## src/rtl/mq_pkg.sv

```systemverilog
package mq_pkg;

    localparam int MQ_MAX_QUEUES = 32;

    typedef enum logic [1:0] {
        SLOT_IDLE = 2'd0,
        SLOT_PUSH = 2'd1,
        SLOT_POP  = 2'd2,
        SLOT_BOTH = 2'd3
    } slot_op_e;

endpackage

```

## src/rtl/mq_cfg.sv

```systemverilog
module mq_cfg #(
    parameter int NUM_Q     = 4,
    parameter int RAM_DEPTH = 32,
    parameter int DEF_THR   = 2,
    parameter int ADDR_W    = 5,
    parameter int CNT_W     = 6,
    parameter int NQ_W      = 3
) (
    input  logic                              clk,
    input  logic                              rst_n,
    input  logic                              use_def_i,
    input  logic [NQ_W-1:0]                   nq_i,
    input  logic [NUM_Q*ADDR_W-1:0]           base_i,
    input  logic [NUM_Q*CNT_W-1:0]            depth_i,
    input  logic [NUM_Q*CNT_W-1:0]            af_i,
    input  logic [NUM_Q*CNT_W-1:0]            ae_i,
    output logic [NQ_W-1:0]                   nq_o,
    output logic [NUM_Q-1:0][ADDR_W-1:0]      base_o,
    output logic [NUM_Q-1:0][CNT_W-1:0]       depth_o,
    output logic [NUM_Q-1:0][CNT_W-1:0]       af_o,
    output logic [NUM_Q-1:0][CNT_W-1:0]       ae_o
);

    localparam int SLICE = RAM_DEPTH / NUM_Q;

    typedef struct packed {
        logic [NQ_W-1:0]              nq;
        logic [NUM_Q-1:0][ADDR_W-1:0] base;
        logic [NUM_Q-1:0][CNT_W-1:0]  depth;
        logic [NUM_Q-1:0][CNT_W-1:0]  af;
        logic [NUM_Q-1:0][CNT_W-1:0]  ae;
    } cfg_t;

    cfg_t cfg_d, cfg_q, def_cfg, usr_cfg;

    always_comb begin
        def_cfg.nq = NQ_W'(NUM_Q);
        usr_cfg.nq = nq_i;
    end

    for (genvar q = 0; q < NUM_Q; q++) begin : g_field
        always_comb begin
            def_cfg.base[q]  = ADDR_W'(q * SLICE);
            def_cfg.depth[q] = CNT_W'(SLICE);
            def_cfg.af[q]    = CNT_W'(DEF_THR);
            def_cfg.ae[q]    = CNT_W'(DEF_THR);
            usr_cfg.base[q]  = base_i[q*ADDR_W +: ADDR_W];
            usr_cfg.depth[q] = depth_i[q*CNT_W +: CNT_W];
            usr_cfg.af[q]    = af_i[q*CNT_W +: CNT_W];
            usr_cfg.ae[q]    = ae_i[q*CNT_W +: CNT_W];
        end
    end

    always_comb begin
        cfg_d = cfg_q;
        if (!rst_n) begin
            cfg_d = use_def_i ? def_cfg : usr_cfg;
        end
    end

    always_ff @(posedge clk) begin
        cfg_q <= cfg_d;
    end

    assign nq_o    = cfg_q.nq;
    assign base_o  = cfg_q.base;
    assign depth_o = cfg_q.depth;
    assign af_o    = cfg_q.af;
    assign ae_o    = cfg_q.ae;

endmodule

```

## src/rtl/mq_qslot.sv

```systemverilog
module mq_qslot
    import mq_pkg::*;
#(
    parameter int ADDR_W = 5,
    parameter int CNT_W  = 6
) (
    input  logic              clk,
    input  logic              rst_n,
    input  logic              clr_i,
    input  slot_op_e          op_i,
    input  logic [ADDR_W-1:0] base_i,
    input  logic [CNT_W-1:0]  depth_i,
    output logic [ADDR_W-1:0] wptr_o,
    output logic [ADDR_W-1:0] rptr_o,
    output logic [CNT_W-1:0]  count_o
);

    typedef struct packed {
        logic [ADDR_W-1:0] wptr;
        logic [ADDR_W-1:0] rptr;
        logic [CNT_W-1:0]  count;
    } slot_t;

    slot_t s_d, s_q;
    logic [ADDR_W-1:0] last;

    function automatic logic [ADDR_W-1:0] step_ptr(input logic [ADDR_W-1:0] p,
                                                    input logic [ADDR_W-1:0] lim,
                                                    input logic [ADDR_W-1:0] b);
        return (p == lim) ? b : p + ADDR_W'(1);
    endfunction

    always_comb begin
        last = base_i + ADDR_W'(depth_i - CNT_W'(1));
        s_d  = s_q;
        if (clr_i) begin
            s_d.wptr  = base_i;
            s_d.rptr  = base_i;
            s_d.count = '0;
        end else begin
            case (op_i)
                SLOT_PUSH: begin
                    s_d.wptr  = step_ptr(s_q.wptr, last, base_i);
                    s_d.count = s_q.count + CNT_W'(1);
                end
                SLOT_POP: begin
                    s_d.rptr  = step_ptr(s_q.rptr, last, base_i);
                    s_d.count = s_q.count - CNT_W'(1);
                end
                SLOT_BOTH: begin
                    s_d.wptr = step_ptr(s_q.wptr, last, base_i);
                    s_d.rptr = step_ptr(s_q.rptr, last, base_i);
                end
                default: ;
            endcase
        end
    end

    always_ff @(posedge clk) begin
        if (!rst_n) begin
            s_q.wptr  <= base_i;
            s_q.rptr  <= base_i;
            s_q.count <= '0;
        end else begin
            s_q <= s_d;
        end
    end

    assign wptr_o  = s_q.wptr;
    assign rptr_o  = s_q.rptr;
    assign count_o = s_q.count;

endmodule

```

## src/rtl/mq_ram.sv

```systemverilog
module mq_ram #(
    parameter int DEPTH  = 32,
    parameter int ADDR_W = 5,
    parameter int DATA_W = 16
) (
    input  logic              clk,
    input  logic              we_i,
    input  logic [ADDR_W-1:0] waddr_i,
    input  logic [DATA_W-1:0] wdata_i,
    input  logic              re_i,
    input  logic [ADDR_W-1:0] raddr_i,
    output logic [DATA_W-1:0] rdata_o
);

    logic [DATA_W-1:0] mem_q [DEPTH];
    logic [DATA_W-1:0] rdata_q;

    always_ff @(posedge clk) begin
        if (we_i) begin
            mem_q[waddr_i] <= wdata_i;
        end
        if (re_i) begin
            rdata_q <= mem_q[raddr_i];
        end
    end

    assign rdata_o = rdata_q;

endmodule

```

## src/rtl/mq_fifo_ctrl.sv

```systemverilog
module mq_fifo_ctrl
    import mq_pkg::*;
#(
    parameter int NUM_Q     = 4,
    parameter int RAM_DEPTH = 32,
    parameter int DATA_W    = 16,
    parameter int DEF_THR   = 2,
    localparam int ADDR_W   = $clog2(RAM_DEPTH),
    localparam int CNT_W    = $clog2(RAM_DEPTH + 1),
    localparam int QID_W    = (NUM_Q > 1) ? $clog2(NUM_Q) : 1,
    localparam int NQ_W     = $clog2(NUM_Q + 1)
) (
    input  logic                    clk,
    input  logic                    rst_n,
    input  logic                    cfg_default_i,
    input  logic [NQ_W-1:0]         cfg_nq_i,
    input  logic [NUM_Q*ADDR_W-1:0] cfg_base_i,
    input  logic [NUM_Q*CNT_W-1:0]  cfg_depth_i,
    input  logic [NUM_Q*CNT_W-1:0]  cfg_af_thr_i,
    input  logic [NUM_Q*CNT_W-1:0]  cfg_ae_thr_i,
    input  logic                    wr_en_i,
    input  logic [QID_W-1:0]        wr_qid_i,
    input  logic [DATA_W-1:0]       wr_data_i,
    input  logic                    rd_en_i,
    input  logic [QID_W-1:0]        rd_qid_i,
    input  logic                    prst_i,
    output logic [DATA_W-1:0]       rd_data_o,
    output logic                    rd_valid_o,
    output logic                    wr_full_o,
    output logic                    wr_almost_full_o,
    output logic                    rd_almost_empty_o
);

    typedef struct packed {
        logic rd_valid;
    } top_t;

    top_t t_d, t_q;

    logic [NQ_W-1:0]              cfg_nq;
    logic [NUM_Q-1:0][ADDR_W-1:0] cfg_base;
    logic [NUM_Q-1:0][CNT_W-1:0]  cfg_depth, cfg_af, cfg_ae;
    logic [NUM_Q-1:0][ADDR_W-1:0] wptr, rptr;
    logic [NUM_Q-1:0][CNT_W-1:0]  cnt;

    logic [CNT_W-1:0]  wr_cnt, wr_depth, wr_af, rd_cnt, rd_ae;
    logic [ADDR_W-1:0] wr_addr, rd_addr;
    logic              wq_ok, rq_ok, prst_hit, push_ok, pop_ok;

    mq_cfg #(
        .NUM_Q(NUM_Q), .RAM_DEPTH(RAM_DEPTH), .DEF_THR(DEF_THR),
        .ADDR_W(ADDR_W), .CNT_W(CNT_W), .NQ_W(NQ_W)
    ) u_cfg (
        .clk(clk), .rst_n(rst_n), .use_def_i(cfg_default_i), .nq_i(cfg_nq_i),
        .base_i(cfg_base_i), .depth_i(cfg_depth_i), .af_i(cfg_af_thr_i),
        .ae_i(cfg_ae_thr_i), .nq_o(cfg_nq), .base_o(cfg_base),
        .depth_o(cfg_depth), .af_o(cfg_af), .ae_o(cfg_ae)
    );

    // Selected-queue views for each port
    always_comb begin
        wr_cnt = '0; wr_depth = '0; wr_af = '0; wr_addr = '0;
        rd_cnt = '0; rd_ae = '0; rd_addr = '0;
        for (int q = 0; q < NUM_Q; q++) begin
            if (QID_W'(q) == wr_qid_i) begin
                wr_cnt   = cnt[q];
                wr_depth = cfg_depth[q];
                wr_af    = cfg_af[q];
                wr_addr  = wptr[q];
            end
            if (QID_W'(q) == rd_qid_i) begin
                rd_cnt  = cnt[q];
                rd_ae   = cfg_ae[q];
                rd_addr = rptr[q];
            end
        end
    end

    always_comb begin
        wq_ok    = (NQ_W + 1)'(wr_qid_i) < (NQ_W + 1)'(cfg_nq);
        rq_ok    = (NQ_W + 1)'(rd_qid_i) < (NQ_W + 1)'(cfg_nq);
        prst_hit = prst_i && (wr_qid_i == rd_qid_i);
        push_ok  = wr_en_i && wq_ok && (wr_cnt != wr_depth) && !prst_hit;
        pop_ok   = rd_en_i && rq_ok && (rd_cnt != '0) && !prst_hit;
        t_d          = t_q;
        t_d.rd_valid = pop_ok;
    end

    for (genvar q = 0; q < NUM_Q; q++) begin : g_slot
        slot_op_e op;
        logic     clr;
        always_comb begin
            clr = prst_hit && (wr_qid_i == QID_W'(q));
            op  = slot_op_e'({pop_ok  && (rd_qid_i == QID_W'(q)),
                              push_ok && (wr_qid_i == QID_W'(q))});
        end
        mq_qslot #(.ADDR_W(ADDR_W), .CNT_W(CNT_W)) u_slot (
            .clk(clk), .rst_n(rst_n), .clr_i(clr), .op_i(op),
            .base_i(cfg_base[q]), .depth_i(cfg_depth[q]),
            .wptr_o(wptr[q]), .rptr_o(rptr[q]), .count_o(cnt[q])
        );
    end

    mq_ram #(.DEPTH(RAM_DEPTH), .ADDR_W(ADDR_W), .DATA_W(DATA_W)) u_ram (
        .clk(clk), .we_i(push_ok), .waddr_i(wr_addr), .wdata_i(wr_data_i),
        .re_i(pop_ok), .raddr_i(rd_addr), .rdata_o(rd_data_o)
    );

    always_ff @(posedge clk) begin
        if (!rst_n) begin
            t_q.rd_valid <= 1'b0;
        end else begin
            t_q <= t_d;
        end
    end

    assign rd_valid_o        = t_q.rd_valid;
    assign wr_full_o         = !wq_ok || (wr_cnt == wr_depth);
    assign wr_almost_full_o  = !wq_ok ||
                               ((CNT_W + 1)'(wr_cnt) + (CNT_W + 1)'(wr_af) >= (CNT_W + 1)'(wr_depth));
    assign rd_almost_empty_o = !rq_ok || (rd_cnt <= rd_ae);

endmodule

```

## config.mk

```make
export PLATFORM = sky130hd
export DESIGN_NAME = mq_fifo_ctrl
export DESIGN_NICKNAME = d
export VERILOG_FILES = /design/src/rtl/mq_pkg.sv /design/src/rtl/mq_cfg.sv /design/src/rtl/mq_qslot.sv /design/src/rtl/mq_ram.sv /design/src/rtl/mq_fifo_ctrl.sv
export SDC_FILE = /design/constraint.sdc
export NUM_CORES = 1
export LEC_CHECK = 0
export BUFFER_PORTS_ARGS = -buffer_cell sky130_fd_sc_hd__buf_2
export CORE_ASPECT_RATIO = 1.5
export CORE_MARGIN = 2
export CORE_UTILIZATION = 30
export CTS_CLUSTER_SIZE = 8
export DETAILED_ROUTE_END_ITERATION = 10
export PLACE_DENSITY = 0.58
export SLEW_MARGIN = 20
export SYNTH_ARGS = -nofsm -noshare
export SYNTH_HDL_FRONTEND = slang
export SYNTH_SLANG_ARGS = --single-unit
```

## constraint.sdc

```tcl
create_clock -name clk -period 4.5 [get_ports clk]
set_input_delay 0.45 -clock clk [delete_from_list [all_inputs] [get_ports clk]]
set_output_delay 0.45 -clock clk [all_outputs]
set_load 0.05 [all_outputs]
```

=== Yosys cells after proc, flatten, opt, wreduce, memory -nomap -nowiden ===
Memories as Yosys holds them, arrays and structs flattened. A register that Yosys moved wholly into a read port is not among the register bits.
Index checks and enable logic that the tools add are counted.

* Flip-flop bits (word level): 160
* Latch bits: 0
* Bits in writable memories: 512
* Memory bits (read-only): 0
* Input port bits: 121
* Output and inout port bits: 20
* Word-level logic and storage cells: 206
* Memories: 1

{| class="wikitable"
|+ Memories
! memory !! depth !! width !! read ports !! clocked after memory_dff !! write ports !! RTL line !! source
|-
| u_ram.mem_q || 32 || 16 || 1 || 1 || 1 || mq_ram.sv:15 || <nowiki>logic [DATA_W-1:0] mem_q [DEPTH];</nowiki>
|}

* Add/subtract/negate cells: 25
* Multiply operators: 0
* Div/mod/pow operators: 0
* Order comparisons: 4
* Equal/unequal tests: 43
* Shift operators: 0
* Muxes and demuxes: 58
* Bitwise operators: 1
* Reductions and logical operators: 44

{| class="wikitable"
|+ Operators by type and width
! cell !! count
|-
| $mux 16 || 8
|-
| $mux 5 || 24
|-
| $mux 6 || 20
|-
| $pmux 6 s2 || 4
|-
| $add 5x1->5 const B || 8
|-
| $eq 5x5->1 || 8
|-
| $add 6x1->6 const B || 4
|-
| $eq 2x2->1 const B || 12
|-
| $ne 3x2->1 const B || 8
|-
| $reduce_or 2->1 || 12
|-
| $sub 6x1->6 const B || 4
|-
| $add 5x5->5 || 4
|-
| $sub 5x1->5 const B || 4
|-
| $logic_and 1x1->1 || 19
|-
| $eq 2x1->1 const B || 6
|-
| $eq 2x2->1 const A || 4
|-
| $reduce_bool 2->1 || 4
|-
| $add 6x6->7 || 1
|-
| $ge 7x6->1 || 1
|-
| $eq 6x6->1 || 1
|-
| $le 6x6->1 || 1
|-
| $lt 2x3->1 || 2
|-
| $ne 6x6->1 || 1
|-
| $reduce_bool 6->1 || 1
|-
| 7 further kinds || 14
|}

=== Logic depth before layout (Yosys ltp) ===
Gate-level depths: netlist of run 1.

* Depth in word-level cells: 14
* Depth in mapped cells: 18
* Mapped depth without buffers: 16

=== By module ===
Synthesis of run 1 repeated with hierarchy kept, for this count alone.

* Cells, all modules: 2,035
* Area total of the unflattened synthesis: 31,425.1 um^2

{| class="wikitable"
|+ Modules (own cells, without submodules)
! module !! instances !! cells each !! area each (um^2) !! seq. area each (um^2)
|-
| mq_ram || 1 || 1,143 || 20,696.1 || 15,855.2
|-
| mq_qslot || 4 || 131 || 1,352.5 || 420.4
|-
| mq_cfg || 1 || 201 || 3,519.6 || 2,852.7
|-
| mq_fifo_ctrl || 1 || 167 || 1,799.2 || 20.0
|}

=== Worst setup path after synthesis of run 1 ===
Ideal clock, no wire load.

* Path kind: input to register
* From: input wr_qid_i[0]
* To: register g_slot[3].u_slot.s_q (netlist bit g_slot[3].u_slot.count_o[5])
* Setup time: 0.117 ns
* Arrival: 4.470 ns
* Required time: 4.383 ns
* Slack: -0.088 ns
* Stages: 16
* Buffers on the path: 3
* Path through: buf_4 -> buf_6 -> buf_4 -> xnor2_1 -> nand3_2 -> nand2_1 -> nor3_1 -> nand2_1 -> nor2_1 -> ha_1 -> ha_1 -> or4b_2 -> o21ai_0 -> a211oi_1 -> xor2_1 -> nor2_1

* Elaborated cells on any way between the ends: 30
* Classes of those cells: 1 x order compare; 8 x eq/ne; 9 x mux; 12 x reduce/logical

{| class="wikitable"
|+ RTL lines
! item !! RTL line !! source
|-
| from (decl) || mq_fifo_ctrl.sv:22 || <nowiki>input logic [QID_W-1:0] wr_qid_i,</nowiki>
|-
| $eq 2x2->1 (*) || mq_fifo_ctrl.sv:82 || <nowiki>prst_hit = prst_i && (wr_qid_i == rd_qid_i);</nowiki>
|-
| $logic_and 1x1->1 (*) || mq_fifo_ctrl.sv:82 ||
|-
| $logic_not 1->1 (*) || mq_fifo_ctrl.sv:84 || <nowiki>pop_ok = rd_en_i && rq_ok && (rd_cnt != '0) && !prst_hit;</nowiki>
|-
| $logic_and 1x1->1 (*) || mq_fifo_ctrl.sv:84 ||
|-
| via pop_ok || mq_fifo_ctrl.sv:48 || <nowiki>logic wq_ok, rq_ok, prst_hit, push_ok, pop_ok;</nowiki>
|-
| $logic_and 1x1->1 (*) || mq_fifo_ctrl.sv:94 || <nowiki>op = slot_op_e'({pop_ok && (rd_qid_i == QID_W'(q)),</nowiki>
|-
| $eq 2x2->1 / $eq 2x1->1 (equally long branches) || mq_qslot.sv:41 || <nowiki>case (op_i)</nowiki>
|-
| $pmux 6 s2 / $reduce_bool 2->1 (equally long branches) || - ||
|-
| to (decl) || mq_qslot.sv:24 || <nowiki>slot_t s_d, s_q;</nowiki>
|}

The timed path passes the listed nets; every way through them passes the cells marked *.
A chain may end at the register's enable or synchronous reset.

=== Worst setup path in the final report of run 1 ===
* From: input wr_qid_i[0]
* To: output wr_almost_full_o

* Longest elaborated chain between the ends: 8
* Elaborated cells on any way between the ends: 21
* Classes of those cells: 1 x add/sub; 2 x order compare; 3 x eq/ne; 12 x mux; 3 x reduce/logical

{| class="wikitable"
|+ RTL lines
! item !! RTL line !! source
|-
| $logic_not 2->1 || mq_fifo_ctrl.sv:65 || <nowiki>if (QID_W'(q) == wr_qid_i) begin</nowiki>
|-
| $mux 6 (4 in a row) || mq_fifo_ctrl.sv:65 ||
|-
| $add 6x6->7 || mq_fifo_ctrl.sv:120 || <nowiki>((CNT_W + 1)'(wr_cnt) + (CNT_W + 1)'(wr_af) >= (CNT_W + 1)'(wr_depth));</nowiki>
|-
| $ge 7x6->1 || mq_fifo_ctrl.sv:120 ||
|-
| $logic_or 1x1->1 (*) || mq_fifo_ctrl.sv:119 || <nowiki>assign wr_almost_full_o = !wq_ok ||</nowiki>
|-
| to (decl) || mq_fifo_ctrl.sv:30 || <nowiki>output logic wr_almost_full_o,</nowiki>
|}

Mark *: on every way between the ends. The rest lies on a longest branch, timed or not.

==> results.md, run 1 <==
| Group | Quantity | Value |
| --- | --- | --- |
| yosys | Post-Syn Area per Cell | 13.8 um^2 |
| cts | Hold bufs inserted after CTS | 20 |
| worst setup path | CP cell instances | buf_2 -> buf_4 -> mux4_2 -> ha_1 -> a21o_1 -> a21oi_1 -> o21bai_1 -> a21oi_1 -> xnor2_1 -> ha_1 -> a2111oi_0 -> o21ai_1 -> buf_2 |
| run status | Status | completed |
| power | Power per Cell Area | 459 nW/um^2 |
| worst setup path | CP bufs+invs | 3 |
| cts | Register clock-pin slew on the reported worst setup and hold paths | 0.05 ns |
| cts | Post-CTS setup buffer count | 0 |
| yosys | Yosys synthesis warning count | 0 |
| power | Leakage power figure | 13.4 nW |
| timing | Worst max-slew margin expressed relative to the limit | 30.1% |
| power | Maximum ir drop on the vdd rail | 284 uV |
| hold path | Path type of the worst min-delay path | in2reg |
| global routing | Maximum number of pins on one net before global-route repair | 83 |
| power | Combinational cell fraction of total power | 16.5% |
| cells and area | Area growth syn-to-layout | 17.7% |
| worst setup path | Worst-case register-to-register setup slack | 0.56 ns |
| place | Weighted congestion at the end of routability-driven global placement | 0.820 |
| cells and area | Ant. Diodes | 0 |
| timing | Transition time at the pin with the least slew margin | 1.05 ns |
| timing | Fin Setup TNS | 0 ns |
| power | Power dissipated by switching net loads | 4.58 mW |
| cts | Clock tree root driver cell | clkbuf_16 |
| route | Routed via count divided by cell count | 4.76 |
| worst setup path | Capturing element type of the critical path | output pin |
| worst setup path | Endpoint of the most critical register-to-register path | g_slot[0].u_slot.count_o[5] |
| cts | Number of buffers created by CTS | 96 |
| worst setup path | Crit start category | input port |
| timing | Post-layout worst setup margin | 0.279 ns |
| global routing | Global-route congestion overflow total | 0 |
| cts | Number of levels in the clock H-tree | 3 |
| yosys | Most frequent cell after synthesis | edfxtp_1 |
| yosys | Cell Area, Synth | 31300 um^2 |
| yosys | Top FF cell, synth | edfxtp_1 |
| place | Placement-stage worst setup slack | 0.197 ns |
| route | Number of DRC markers after the initial detailed-route iteration | 1141 |
| yosys | Async set-or-reset flop fraction in the synthesized netlist | 0% |
| power | Fraction of power consumed by sequential logic | 44.3% |
| place | Count of port buffers added during placement | 140 |
| worst setup path | Startpoint of the worst register-to-register path | u_cfg.depth_o[16] |
| power | Switching portion of total power | 27.1% |
| cts | Clock network latency to the later pin of the worst-skew pair | 0.69 ns |
| run | Maxcap violations | 0 |
| timing | Period minus WS final | 4.22 ns |
| global routing | Number of antenna violations at the first check in global routing | 2 |
| worst setup path | Number of cells on the critical path | 13 |
| timing | Pins Over Slew Limit | 0 |
| yosys | Synth cell count leaders | edfxtp_1 (663), nand2_1 (313), mux2i_1 (158) |
| yosys | Sequential fraction of the synthesis area | 65.2% |
| worst setup path | Source of the critical timing path | wr_qid_i[0] |
| worst setup path | Crit-path leading delay family | compound AO/OA/AOI/OAI gates |
| global routing | Wire length of the first global-routing pass | 116 mm |
| floorplan | Placeable core region | 104000 um^2 |
| floorplan | Die Width | 268 um |
| global routing | GR Util All Layers | 14.5% |
| route | Routed Wire Length | 77.1 mm |
| floorplan | Die Y-Extent | 400 um |
| power | Clock power frac | 39.2% |
| power | Internal Dissipation | 12.3 mW |
| floorplan | Starting utilization of the core area | 30.2% |
| yosys | Number of flops mapped to enable cells by yosys | 663 |
| worst setup path | WP data required | 4.05 ns |
| yosys | Post-synthesis sequential element count | 688 |
| cells and area | Share of post-route cells with drive strength above 1 | 17.9% |
| route | Via Count | 18600 |
| worst setup path | Class of the most critical setup path | in2out |
| timing | Setup repair after global routing missed its margin | false |
| worst setup path | Critical Path Max Stage Delay | 0.58 ns |
| yosys | Count of cell types in the netlist | 63 |
| route | Antenna-violating nets left | 0 |
| cts | Buffers from clock root to sink, at most | 3 |
| cells and area | Final net count | 2696 |
| worst setup path | Endpoint arrival time on the critical path | 3.77 ns |
| route | Wire length per cell after detailed routing | 19.7 um |
| yosys | Number of nets in the synthesized netlist | 2468 |
| yosys | Yosys top cell by area | edfxtp_1 |
| timing | Final number of hold-violating endpoints | 0 |
| worst setup path | Termination of the worst setup path | wr_almost_full_o |
| timing | Post-Route Skew | 0.0703 ns |
| floorplan | Area enclosed by the die boundary | 107000 um^2 |
| floorplan | Ports | 141 |
| route | Number of detailed-route iterations in the first pass | 5 |
| yosys | Area share of the largest cell type after synthesis | 63.6% |
| cts | TritonCTS clock tree | done |
| floorplan | Rows | 145 |
| cts | Sink count of the clock tree | 688 |
| timing | Final critical-path share of the clock period | 93.8% |
| worst setup path | Crit path max fanout | 23 |
| timing | Post-route worst hold slack | 0.0586 ns |
| yosys | Top area cells in the synthesized netlist | edfxtp_1 (64%), mux2i_1 (5.1%), nand2_1 (3.8%) |
| global routing | Via count of the first global-routing pass | 19100 |
| route | DRC violation count after routing | 0 |
| yosys | Cells after Synth | 2261 |
| place | Half-perimeter wire length of the detailed placement result | 51.7 mm |
| cts | Resized Gates After CTS | 0 |
| worst setup path | Number of cells on the worst reg-to-reg path | 13 |
| cells and area | Fraction of the core area covered by cells at the end of the flow | 35.5% |
| timing | Final setup violating endpoints | 0 |
| worst setup path | Crit path max-delay cell type | mux4_2 |
| timing | Maximum operating frequency | 0.237 GHz |
registers in the layout, indices dropped and copies added (netlist names):
signal	count
g_slot.u_slot.count_o	24
u_ram.rdata_o	16
g_slot.u_slot.wptr_o	20
rd_valid_o	1
g_slot.u_slot.rptr_o	20
u_cfg.nq_o	3
u_cfg.depth_o	24
u_cfg.ae_o	24
u_cfg.base_o	20
u_ram.mem_q	512
u_cfg.af_o	24
power groups by stage:
stage | clock network, mW | logic, mW | registers [mW]
global placement | 0 | 2.78 | 7.61
global route | 7.06 | 3.06 | 7.51
finish | 6.63 | 2.79 | 7.50
detailed placement | 0 | 2.80 | 7.62
floorplan | 0 | 1.94 | 7.55
CTS | 6.83 | 2.83 | 7.50
worst min-delay path by stage:
stage / cells past startpoint / to / slack (ns) / start
floorplan: 2 / g_slot[3].u_slot.count_o[5] / 0.49 / g_slot[3].u_slot.count_o[5]
CTS: 2 / u_cfg.depth_o[16] / 0.0009 / cfg_depth_i[16]
detailed placement: 2 / g_slot[3].u_slot.count_o[2] / 0.55 / g_slot[3].u_slot.count_o[2]
global placement: 2 / g_slot[3].u_slot.count_o[2] / 0.55 / g_slot[3].u_slot.count_o[2]
finish: 2 / u_cfg.base_o[16] / 0.06 / cfg_base_i[16]
global route: 2 / u_cfg.ae_o[1] / 0.04 / cfg_ae_thr_i[1]
cells in the final DEF (no fill, tap or decap), types with 5 or more instances in the layout:
cell type,Yosys,routed
edfxtp_1,663,663
inv_1,104,103
mux2i_1,158,158
clkbuf_16,0,97
nand2b_1,11,11
dfxtp_1,25,25
mux4_2,37,37
nand2_1,313,313
mux2_2,9,8
buf_12,0,7
or2_2,18,18
o21ai_1,4,5
nor3b_1,6,6
o21ai_0,25,24
a31oi_1,5,5
nor3_1,27,10
nor2_1,66,63
a22o_1,16,16
xnor2_1,56,56
a21o_1,14,14
ha_1,77,77
nand3_1,140,140
clkinv_16,0,5
clkbuf_1,36,22
o211a_1,5,5
nor2b_1,91,88
a22oi_2,13,13
buf_2,41,140
a221oi_2,12,12
fa_1,9,9
nor3_2,0,16
xor2_1,47,47
or3_1,5,5
nand4_1,40,40
a21oi_1,42,42
dlygate4sd3_1,0,20
a22oi_1,53,53
nor4_1,6,6
buf_4,16,74
final cells by class:
| class | instances | area [um^2] |
|---|---|---|
| fill | 10100 | 66900 |
| clock inverter | 7 | 200 |
| clock buffer | 120 | 2520 |
| multi-input combinational | 1358 | 9970 |
| sequential | 688 | 20400 |
| timing repair buffer | 241 | 1600 |
| tap | 1396 | 1750 |
| inverter | 104 | 393 |
kinds of logic (layout without fill, tap and decap cells):
group | after synthesis | in the layout | synth area share [%]
AND/OR/NAND/NOR | 738 | 738 | 11.1
buffers and inverters | 215 | 472 | 3.29
AO/OA/AOI/OAI | 224 | 224 | 5.51
XOR/XNOR | 103 | 103 | 2.88
flip-flops | 688 | 688 | 65.2
adder cells (fa/ha/maj) | 86 | 86 | 3.65
multiplexers | 207 | 207 | 8.29
metrics by stage:
| step | total power, mW | cell area, um^2 | cells |
|---|---|---|---|
| 2_1_floorplan | 9.50 | 31300 | 2261 |
| 3_3_place_gp | 10.4 | 33900 | 3767 |
| 3_5_place_dp | 10.4 | 33900 | 3767 |
| 4_1_cts | 17.2 | 36800 | 3914 |
| 5_1_grt | 17.6 | 36800 | 3914 |
| 6_report | 16.9 | 36800 | 3914 |
per-layer routing:
metal	up-vias	track usage [%]	part of all wire [%]
li1	8785	-	-
met1	9220	15.6	37
met2	468	27.5	54
met3	149	2.18	4.2
met4	2	6.75	4.0
met5	-	0	0.012
worst register-to-register path, stage by stage (launching register included):
cell,delay [ns]
edfxtp_1,0.56
mux4_2,0.55
xor2_1,0.19
nor4_1,0.08
a31o_2,0.30
or4_1,0.48
ha_1,0.28
ha_1,0.31
a21o_1,0.16
a21oi_1,0.27
o21ai_0,0.12
a211oi_1,0.25
xor2_1,0.17
nor2_1,0.05
(Power assumes the default switching activity.)
==> inputs of run 2 (changes only) <==
--- a/config.mk
+++ b/config.mk
@@ -6,12 +6,14 @@
 export NUM_CORES = 1
 export LEC_CHECK = 0
 export BUFFER_PORTS_ARGS = -buffer_cell sky130_fd_sc_hd__buf_2
+export CAP_MARGIN = 25
 export CORE_ASPECT_RATIO = 1.5
 export CORE_MARGIN = 2
 export CORE_UTILIZATION = 30
 export CTS_CLUSTER_SIZE = 8
 export DETAILED_ROUTE_END_ITERATION = 10
 export PLACE_DENSITY = 0.58
+export SETUP_SLACK_MARGIN = 0.4
 export SLEW_MARGIN = 20
 export SYNTH_ARGS = -nofsm -noshare
 export SYNTH_HDL_FRONTEND = slang
==> run 2 against run 1 <==
Effect of this change:
- via count increased by 0.51%
- global-route usage rose by 0.053 points
- die area stayed put
- clock power is 0.9% lower
- final area is 0.27% lower
- critical endpoint unchanged
==> results.md, run 2 (synthesis results as in run 1) <==
| Group | Quantity | Value | Delta |
| --- | --- | --- | --- |
| floorplan | Rows | 145 | unchanged |
| power | Clock power frac | 38.9% | -0.3 points |
| floorplan | Area enclosed by the die boundary | 107000 um^2 | unchanged |
| worst setup path | WP data required | 4.05 ns | about the same |
| route | Antenna-violating nets left | 0 | unchanged |
| global routing | GR Util All Layers | 14.5% | +0.053 points |
| floorplan | Ports | 141 | unchanged |
| timing | Post-Route Skew | 0.0597 ns | -0.0105 ns |
| route | Routed via count divided by cell count | 4.80 | +0.79% |
| worst setup path | Endpoint arrival time on the critical path | 3.52 ns | -0.25 ns |
| power | Total power | 16.9 mW | -0.23% |
| timing | Maximum operating frequency | 0.252 GHz | +6.2% |
| cts | Clock tree root driver cell | clkbuf_16 |  |
| timing | Period minus WS final | 3.97 ns | -0.247 ns |
| timing | Transition time at the pin with the least slew margin | 0.935 ns | -0.114 ns |
| cells and area | Register bank with the most flops | u_ram.mem_q |  |
| global routing | Number of antenna violations at the first check in global routing | 2 | unchanged |
| timing | Setup repair after global routing missed its margin | false |  |
| power | Leakage power figure | 13.3 nW | -0.41% |
| power | Maximum ir drop on the vdd rail | 313 uV | +10% |
| timing | Final setup violating endpoints | 0 | unchanged |
| timing | Post-route worst hold slack | 0.0512 ns | -0.00748 ns |
| global routing | Via count of the first global-routing pass | 19000 | -0.46% |
| hold path | Path type of the worst min-delay path | in2reg |  |
| cells and area | Most common cell after layout, fill and taps aside | edfxtp_1 |  |
| cells and area | Share of post-route cells with drive strength above 1 | 18.1% | +0.18 points |
| power | Power per Cell Area | 459 nW/um^2 | about the same |
| cells and area | Commonest cells after routing, fill and taps aside | edfxtp_1 (663), nand2_1 (313), mux2i_1 (158) |  |
| place | Weighted congestion at the end of routability-driven global placement | 0.823 | +0.37% |
| power | Combinational cell fraction of total power | 16.7% | +0.2 points |
| worst setup path | Class of the most critical setup path | reg2out |  |
| cts | Number of buffers created by CTS | 96 | unchanged |
| run | Maxcap violations | 0 | unchanged |
| power | Power dissipated by switching net loads | 4.60 mW | +0.45% |
| route | Routed Wire Length | 77.4 mm | +0.36% |
| cells and area | Fill cells | 10000 | -0.59% |
| power | Fraction of power consumed by sequential logic | 44.4% | about the same |
| cts | TritonCTS clock tree | done |  |
| timing | Fin Setup TNS | 0 ns | unchanged |
| cts | Clock network latency to the later pin of the worst-skew pair | 0.69 ns | about the same |
| cts | Sink count of the clock tree | 688 | unchanged |
| worst setup path | Crit start category | flop |  |
| floorplan | Starting utilization of the core area | 30.2% | unchanged |
| route | Via Count | 18700 | +0.51% |
| route | Wire length per cell after detailed routing | 19.8 um | +0.65% |
| route | Number of DRC markers after the initial detailed-route iteration | 1176 | +3.1% |
| timing | Worst max-slew margin expressed relative to the limit | 37.0% | +6.9 points |
| place | Count of port buffers added during placement | 140 | unchanged |
| global routing | Maximum number of pins on one net before global-route repair | 91 | +9.6% |
| cells and area | Flip-flop count of the largest register, all copies and words added | 512 | unchanged |
| power | Internal Dissipation | 12.3 mW | -0.49% |
| cells and area | Final net count | 2683 | -0.48% |
| place | Placement-stage worst setup slack | 0.152 ns | -0.0453 ns |
| timing | Final number of hold-violating endpoints | 0 | unchanged |
| timing | Post-layout worst setup margin | 0.526 ns | +0.247 ns |
| cells and area | Area growth syn-to-layout | 17.4% |  |
| run status | Status | completed |  |
| route | Number of detailed-route iterations in the first pass | 5 | unchanged |
| cts | Register clock-pin slew on the reported worst setup and hold paths | 0.05 ns | about the same |
| worst setup path | Capturing element type of the critical path | output pin |  |
| global routing | Global-route congestion overflow total | 0 | unchanged |
| timing | Pins Over Slew Limit | 0 | unchanged |
| place | Half-perimeter wire length of the detailed placement result | 51.8 mm | +0.22% |
| cts | Buffers from clock root to sink, at most | 3 | unchanged |
| floorplan | Die Y-Extent | 400 um | unchanged |
| cts | Number of levels in the clock H-tree | 3 | unchanged |
| timing | Final critical-path share of the clock period | 88.3% | -5.5 points |
| global routing | Wire length of the first global-routing pass | 116 mm | +0.55% |
| worst setup path | Crit path max fanout | 5 | -78% |
| floorplan | Die Width | 268 um | unchanged |
| route | DRC violation count after routing | 0 | unchanged |
| power | Switching portion of total power | 27.3% | +0.19 points |
| floorplan | Placeable core region | 104000 um^2 | unchanged |
-- run 2: cell count changes in the layout (fill, tap and decap cells not counted), sizes merged --
cell	before	now
dlygate4sd3	20	6
diode	0	3
buf	221	222
bufinv	1	0
clkbuf	120	119
clkinv	5	6
-- run 2: timing repair --
| action | CTS | global route |
|---|---|---|
| hold buffers | 6 | 0 |
| endpoints found under the hold margin | 6 | 0 |
| setup buffers | 1 | 0 |
| resized for setup | 4 | 2 |
| gates cloned | 0 | 0 |
| setup endpoints to repair | 1 | 1 |
-- run 2: cell type report --
class | instances | area (um^2) | area share [%]
Sequential cell | 688 | 20400 | 55.5
Tap cell | 1396 | 1750 | 4.75
Multi-Input combinational cell | 1358 | 9990 | 27.2
Timing Repair Buffer | 228 | 1510 | 4.12
Inverter | 104 | 393 | 1.07
Antenna cell | 3 | 7.51 | 0.0204
Clock buffer | 119 | 2510 | 6.83
Clock inverter | 7 | 179 | 0.487
-- run 2: final timing paths --
check | end | cells after the start | slack (ns) | start
worst min register to register | g_slot[3].u_slot.count_o[5] | 2 | 0.56 | g_slot[3].u_slot.count_o[5]
worst max register to register | g_slot[3].u_slot.count_o[5] | 12 | 0.62 | u_cfg.depth_o[16]
worst max-delay path | wr_almost_full_o | 12 | 0.53 | g_slot[3].u_slot.count_o[0]
worst min-delay path | u_cfg.depth_o[15] | 2 | 0.05 | cfg_depth_i[15]
-- run 2: power by group through the flow --
stage | Sequential (mW) | Clock (mW) | Combinational [mW]
5_1_grt | 7.51 | 6.99 | 3.08
4_1_cts | 7.50 | 6.75 | 2.83
2_1_floorplan | 7.55 | 0 | 1.95
6_report | 7.50 | 6.57 | 2.82
3_3_place_gp | 7.61 | 0 | 2.78
3_5_place_dp | 7.62 | 0 | 2.81
-- run 2: routing by layer --
layer | global-route usage, % | vias to the layer above | part of all wire (%)
li1 | - | 8763 | -
met1 | 16.0 | 9303 | 38
met2 | 27.2 | 509 | 54
met3 | 2.20 | 144 | 4.5
met4 | 6.60 | 0 | 3.8
met5 | 0 | - | 0
-- run 2: per-stage QoR --
stage	utilization [%]	cells	area [um^2]
6_report	35.4	3903	36700
3_3_place_gp	32.7	3765	33900
5_1_grt	35.4	3900	36700
2_1_floorplan	-	2261	31300
3_5_place_dp	32.7	3765	33900
4_1_cts	35.3	3898	36700
-- run 2: worst max-delay path, stage by stage, from the launching register on --
cell and delay, ns:
dfxtp_1 0.40, mux4_2 0.56, ha_1 0.23, inv_1 0.08, fa_1 0.41, inv_1 0.06, ha_1 0.22, a21o_1 0.15
a21o_1 0.17, a21o_1 0.19, a21oi_2 0.16, o21ai_2 0.06, buf_4 0.20
==> inputs of run 3 (changes only) <==
--- a/config.mk
+++ b/config.mk
@@ -5,7 +5,7 @@
 export SDC_FILE = /design/constraint.sdc
 export NUM_CORES = 1
 export LEC_CHECK = 0
-export BUFFER_PORTS_ARGS = -buffer_cell sky130_fd_sc_hd__buf_2
+export BUFFER_PORTS_ARGS = -buffer_cell sky130_fd_sc_hd__buf_4
 export CAP_MARGIN = 25
 export CORE_ASPECT_RATIO = 1.5
 export CORE_MARGIN = 2
==> run 3 against run 2 <==
Effect of this change:
- sequential share of layout area fell by 0.53 points
- die area stayed put
- power barely moved
- fmax rose by 1.3%
==> results.md, run 3 (synthesis results as in run 1) <==
| Group | Quantity | Value | Delta |
| --- | --- | --- | --- |
| run | Maxcap violations | 0 | unchanged |
| floorplan | Starting utilization of the core area | 30.2% | unchanged |
| worst setup path | WP data required | 4.05 ns | about the same |
| worst setup path | Crit path max fanout | 5 | unchanged |
| global routing | Via count of the first global-routing pass | 18900 | -0.60% |
| worst setup path | Critical Path Max Stage Delay | 0.52 ns | -0.04 ns |
| place | Half-perimeter wire length of the detailed placement result | 51.6 mm | -0.45% |
| floorplan | Ports | 141 | unchanged |
| worst setup path | Most numerous cell on the critical path | a21o_1 |  |
| route | DRC violation count after routing | 0 | unchanged |
| timing | Fin Setup TNS | 0 ns | unchanged |
| cells and area | Fraction of the core area covered by cells at the end of the flow | 35.8% | +0.35 points |
| global routing | Wire length of the first global-routing pass | 114 mm | -2.0% |
| timing | Maximum operating frequency | 0.255 GHz | +1.3% |
| timing | Post-layout worst setup margin | 0.578 ns | +0.0512 ns |
| power | Leakage power figure | 13.5 nW | +1.0% |
| place | Count of port buffers added during placement | 140 | unchanged |
| worst setup path | Crit path max-delay cell type | mux4_2 |  |
| timing | Post-Route Skew | 0.0576 ns | -0.00207 ns |
| route | Routed via count divided by cell count | 4.72 | -1.7% |
| worst setup path | Crit-path leading delay family | adder cells |  |
| timing | Pins Over Slew Limit | 0 | unchanged |
| power | Power per Cell Area | 454 nW/um^2 | -1.1% |
| global routing | Maximum number of pins on one net before global-route repair | 96 | +5.5% |
| cells and area | Share of post-route cells with drive strength above 1 | 18.2% | +0.19 points |
| cells and area | Total non-filler cell area in the finished layout | 37100 um^2 | +0.98% |
| floorplan | Die Y-Extent | 400 um | unchanged |
| timing | Final critical-path share of the clock period | 87.2% | -1.1 points |
| worst setup path | Crit start category | flop |  |
| cells and area | Final net count | 2686 | +0.11% |
| worst setup path | CP cell instances | mux4_2 -> ha_1 -> inv_1 -> fa_1 -> inv_1 -> ha_1 -> a21o_1 -> a21o_1 -> a21o_1 -> a21oi_2 -> o21ai_2 -> buf_4 |  |
| global routing | Global-route congestion overflow total | 0 | unchanged |
| global routing | Number of antenna violations at the first check in global routing | 0 | -2 |
| route | Number of detailed-route iterations in the first pass | 6 | +1 |
| timing | Final number of hold-violating endpoints | 0 | unchanged |
| timing | Post-route worst hold slack | 0.0631 ns | +0.0119 ns |
| power | Total power | 16.9 mW | about the same |
| cells and area | Most common cell after layout, fill and taps aside | edfxtp_1 |  |
| route | Antenna-violating nets left | 0 | unchanged |
| place | Weighted congestion at the end of routability-driven global placement | 0.824 | +0.16% |
| hold path | Cells on Worst Hold Path | 2 | unchanged |
| worst setup path | Endpoint arrival time on the critical path | 3.47 ns | -0.05 ns |
| worst setup path | Class of the most critical setup path | reg2out |  |
| place | Number of cells after detailed placement | 3763 | -0.053% |
| worst setup path | Source of the critical timing path | g_slot[1].u_slot.count_o[0] |  |
| cts | TritonCTS clock tree | done |  |
| worst setup path | Capturing element type of the critical path | output pin |  |
| cts | Register clock-pin slew on the reported worst setup and hold paths | 0.05 ns | about the same |
| timing | Transition time at the pin with the least slew margin | 0.935 ns | +0.000425 ns |
| hold path | Path type of the worst min-delay path | in2reg |  |
| place | Placement-stage worst setup slack | 0.237 ns | +0.0856 ns |
| worst setup path | Startpoint of the worst register-to-register path | g_slot[3].u_slot.count_o[2] |  |
| floorplan | Placeable core region | 104000 um^2 | unchanged |
| cts | Number of buffers created by CTS | 97 | +1.0% |
| cells and area | Flip-flop count of the largest register, all copies and words added | 512 | unchanged |
| floorplan | Area enclosed by the die boundary | 107000 um^2 | unchanged |
| timing | Final setup violating endpoints | 0 | unchanged |
| cts | Buffers from clock root to sink, at most | 3 | unchanged |
| floorplan | Rows | 145 | unchanged |
| timing | Period minus WS final | 3.92 ns | -0.0512 ns |
| run status | Status | completed |  |
| power | Maximum ir drop on the vdd rail | 292 uV | -6.8% |
| timing | Worst max-slew margin expressed relative to the limit | 37.4% | +0.35 points |
| route | Number of DRC markers after the initial detailed-route iteration | 986 | -16% |
| cells and area | Area growth syn-to-layout | 18.6% |  |
| hold path | Worst min-delay path startpoint | cfg_depth_i[4] |  |
| worst setup path | CP bufs+invs | 3 | unchanged |
| route | Routed Wire Length | 75.8 mm | -2.0% |
| route | Wire length per cell after detailed routing | 19.5 um | -1.8% |
| worst setup path | Number of cells on the critical path | 12 | unchanged |
| route | Via Count | 18400 | -1.9% |
| floorplan | Die Width | 268 um | unchanged |
| cts | Clock network latency to the later pin of the worst-skew pair | 0.69 ns | about the same |
| cts | Number of levels in the clock H-tree | 3 | unchanged |
| place | Standard cell area after detailed placement | 34200 um^2 | +1.0% |
| timing | Setup repair after global routing missed its margin | false |  |
| cts | Sink count of the clock tree | 688 | unchanged |
| global routing | GR Util All Layers | 14.3% | -0.26 points |
| cells and area | Commonest cells after routing, fill and taps aside | edfxtp_1 (663), nand2_1 (313), buf_4 (211) |  |
| cells and area | Final Instance Count excl. Fillers | 3896 | -0.18% |
| worst setup path | Number of cells on the worst reg-to-reg path | 14 | +2 |
| cts | Clock tree root driver cell | clkbuf_16 |  |
| cells and area | Register bank with the most flops | u_ram.mem_q |  |
| cells and area | Ant. Diodes | 0 | -3 |
[run 3: cell types whose count changed in the layout (fill, tap and decap cells not counted), moves of 2 or more]
cell	change
dfxtp_2	+3
dfxtp_1	-3
buf_4	+137
diode_2	-3
clkbuf_1	-10
dlygate4sd3_1	+6
buf_2	-138
clkinv_2	+2
[run 3: layout make-up]
| class | count | area (um^2) |
|---|---|---|
| Inverter | 104 | 393 |
| Clock buffer | 111 | 2510 |
| Tap cell | 1396 | 1750 |
| Fill cell | 10000 | 66700 |
| Timing Repair Buffer | 230 | 1850 |
| Clock inverter | 9 | 199 |
| Sequential cell | 688 | 20400 |
| Multi-Input combinational cell | 1358 | 9990 |
[run 3: path summary, 6_finish.rpt]
| check | end | slack, ns |
|---|---|---|
| hold reg to reg | g_slot[0].u_slot.count_o[0] | 0.57 |
| setup reg to reg | g_slot[2].u_slot.count_o[5] | 0.64 |
| setup / recovery | wr_almost_full_o | 0.58 |
| hold / removal | u_cfg.depth_o[4] | 0.06 |
[run 3: worst register-to-register path: stages, from the launching register on]
cell and delay, ns:
dfxtp_1 0.36, mux4_2 0.50, or4_1 0.56, nor3_1 0.28, nor3_4 0.10, nand2b_1 0.17
nor2_1 0.07, ha_1 0.35, ha_1 0.35, a21o_1 0.11, a21oi_1 0.10, o21a_1 0.18
o311ai_0 0.39, xnor2_1 0.16, nor2_1 0.05
[run 3: timing repair]
item	in CTS	in global routing
gates cloned	0	0
hold buffers	12	0
pin swaps	0	0
hold endpoints to repair	12	0
endpoints found under the setup margin	1	1
gates resized for setup	1	6
buffers inserted	0	1
[run 3: layer usage]
| layer | vias to the layer above | routed length, um | track usage, % |
|---|---|---|---|
| met5 | - | 0 | 0 |
| met4 | 0 | 2630 | 6.28 |
| met3 | 118 | 2940 | 2.17 |
| met2 | 439 | 41300 | 27.1 |
| met1 | 9045 | 28900 | 15.5 |
| li1 | 8768 | - | - |
[run 3: power by group]
| group | internal, mW | switching (mW) |
|---|---|---|
| sequential | 7.32 | 0.177 |
| combinational | 1.11 | 1.70 |
| clock | 3.90 | 2.65 |
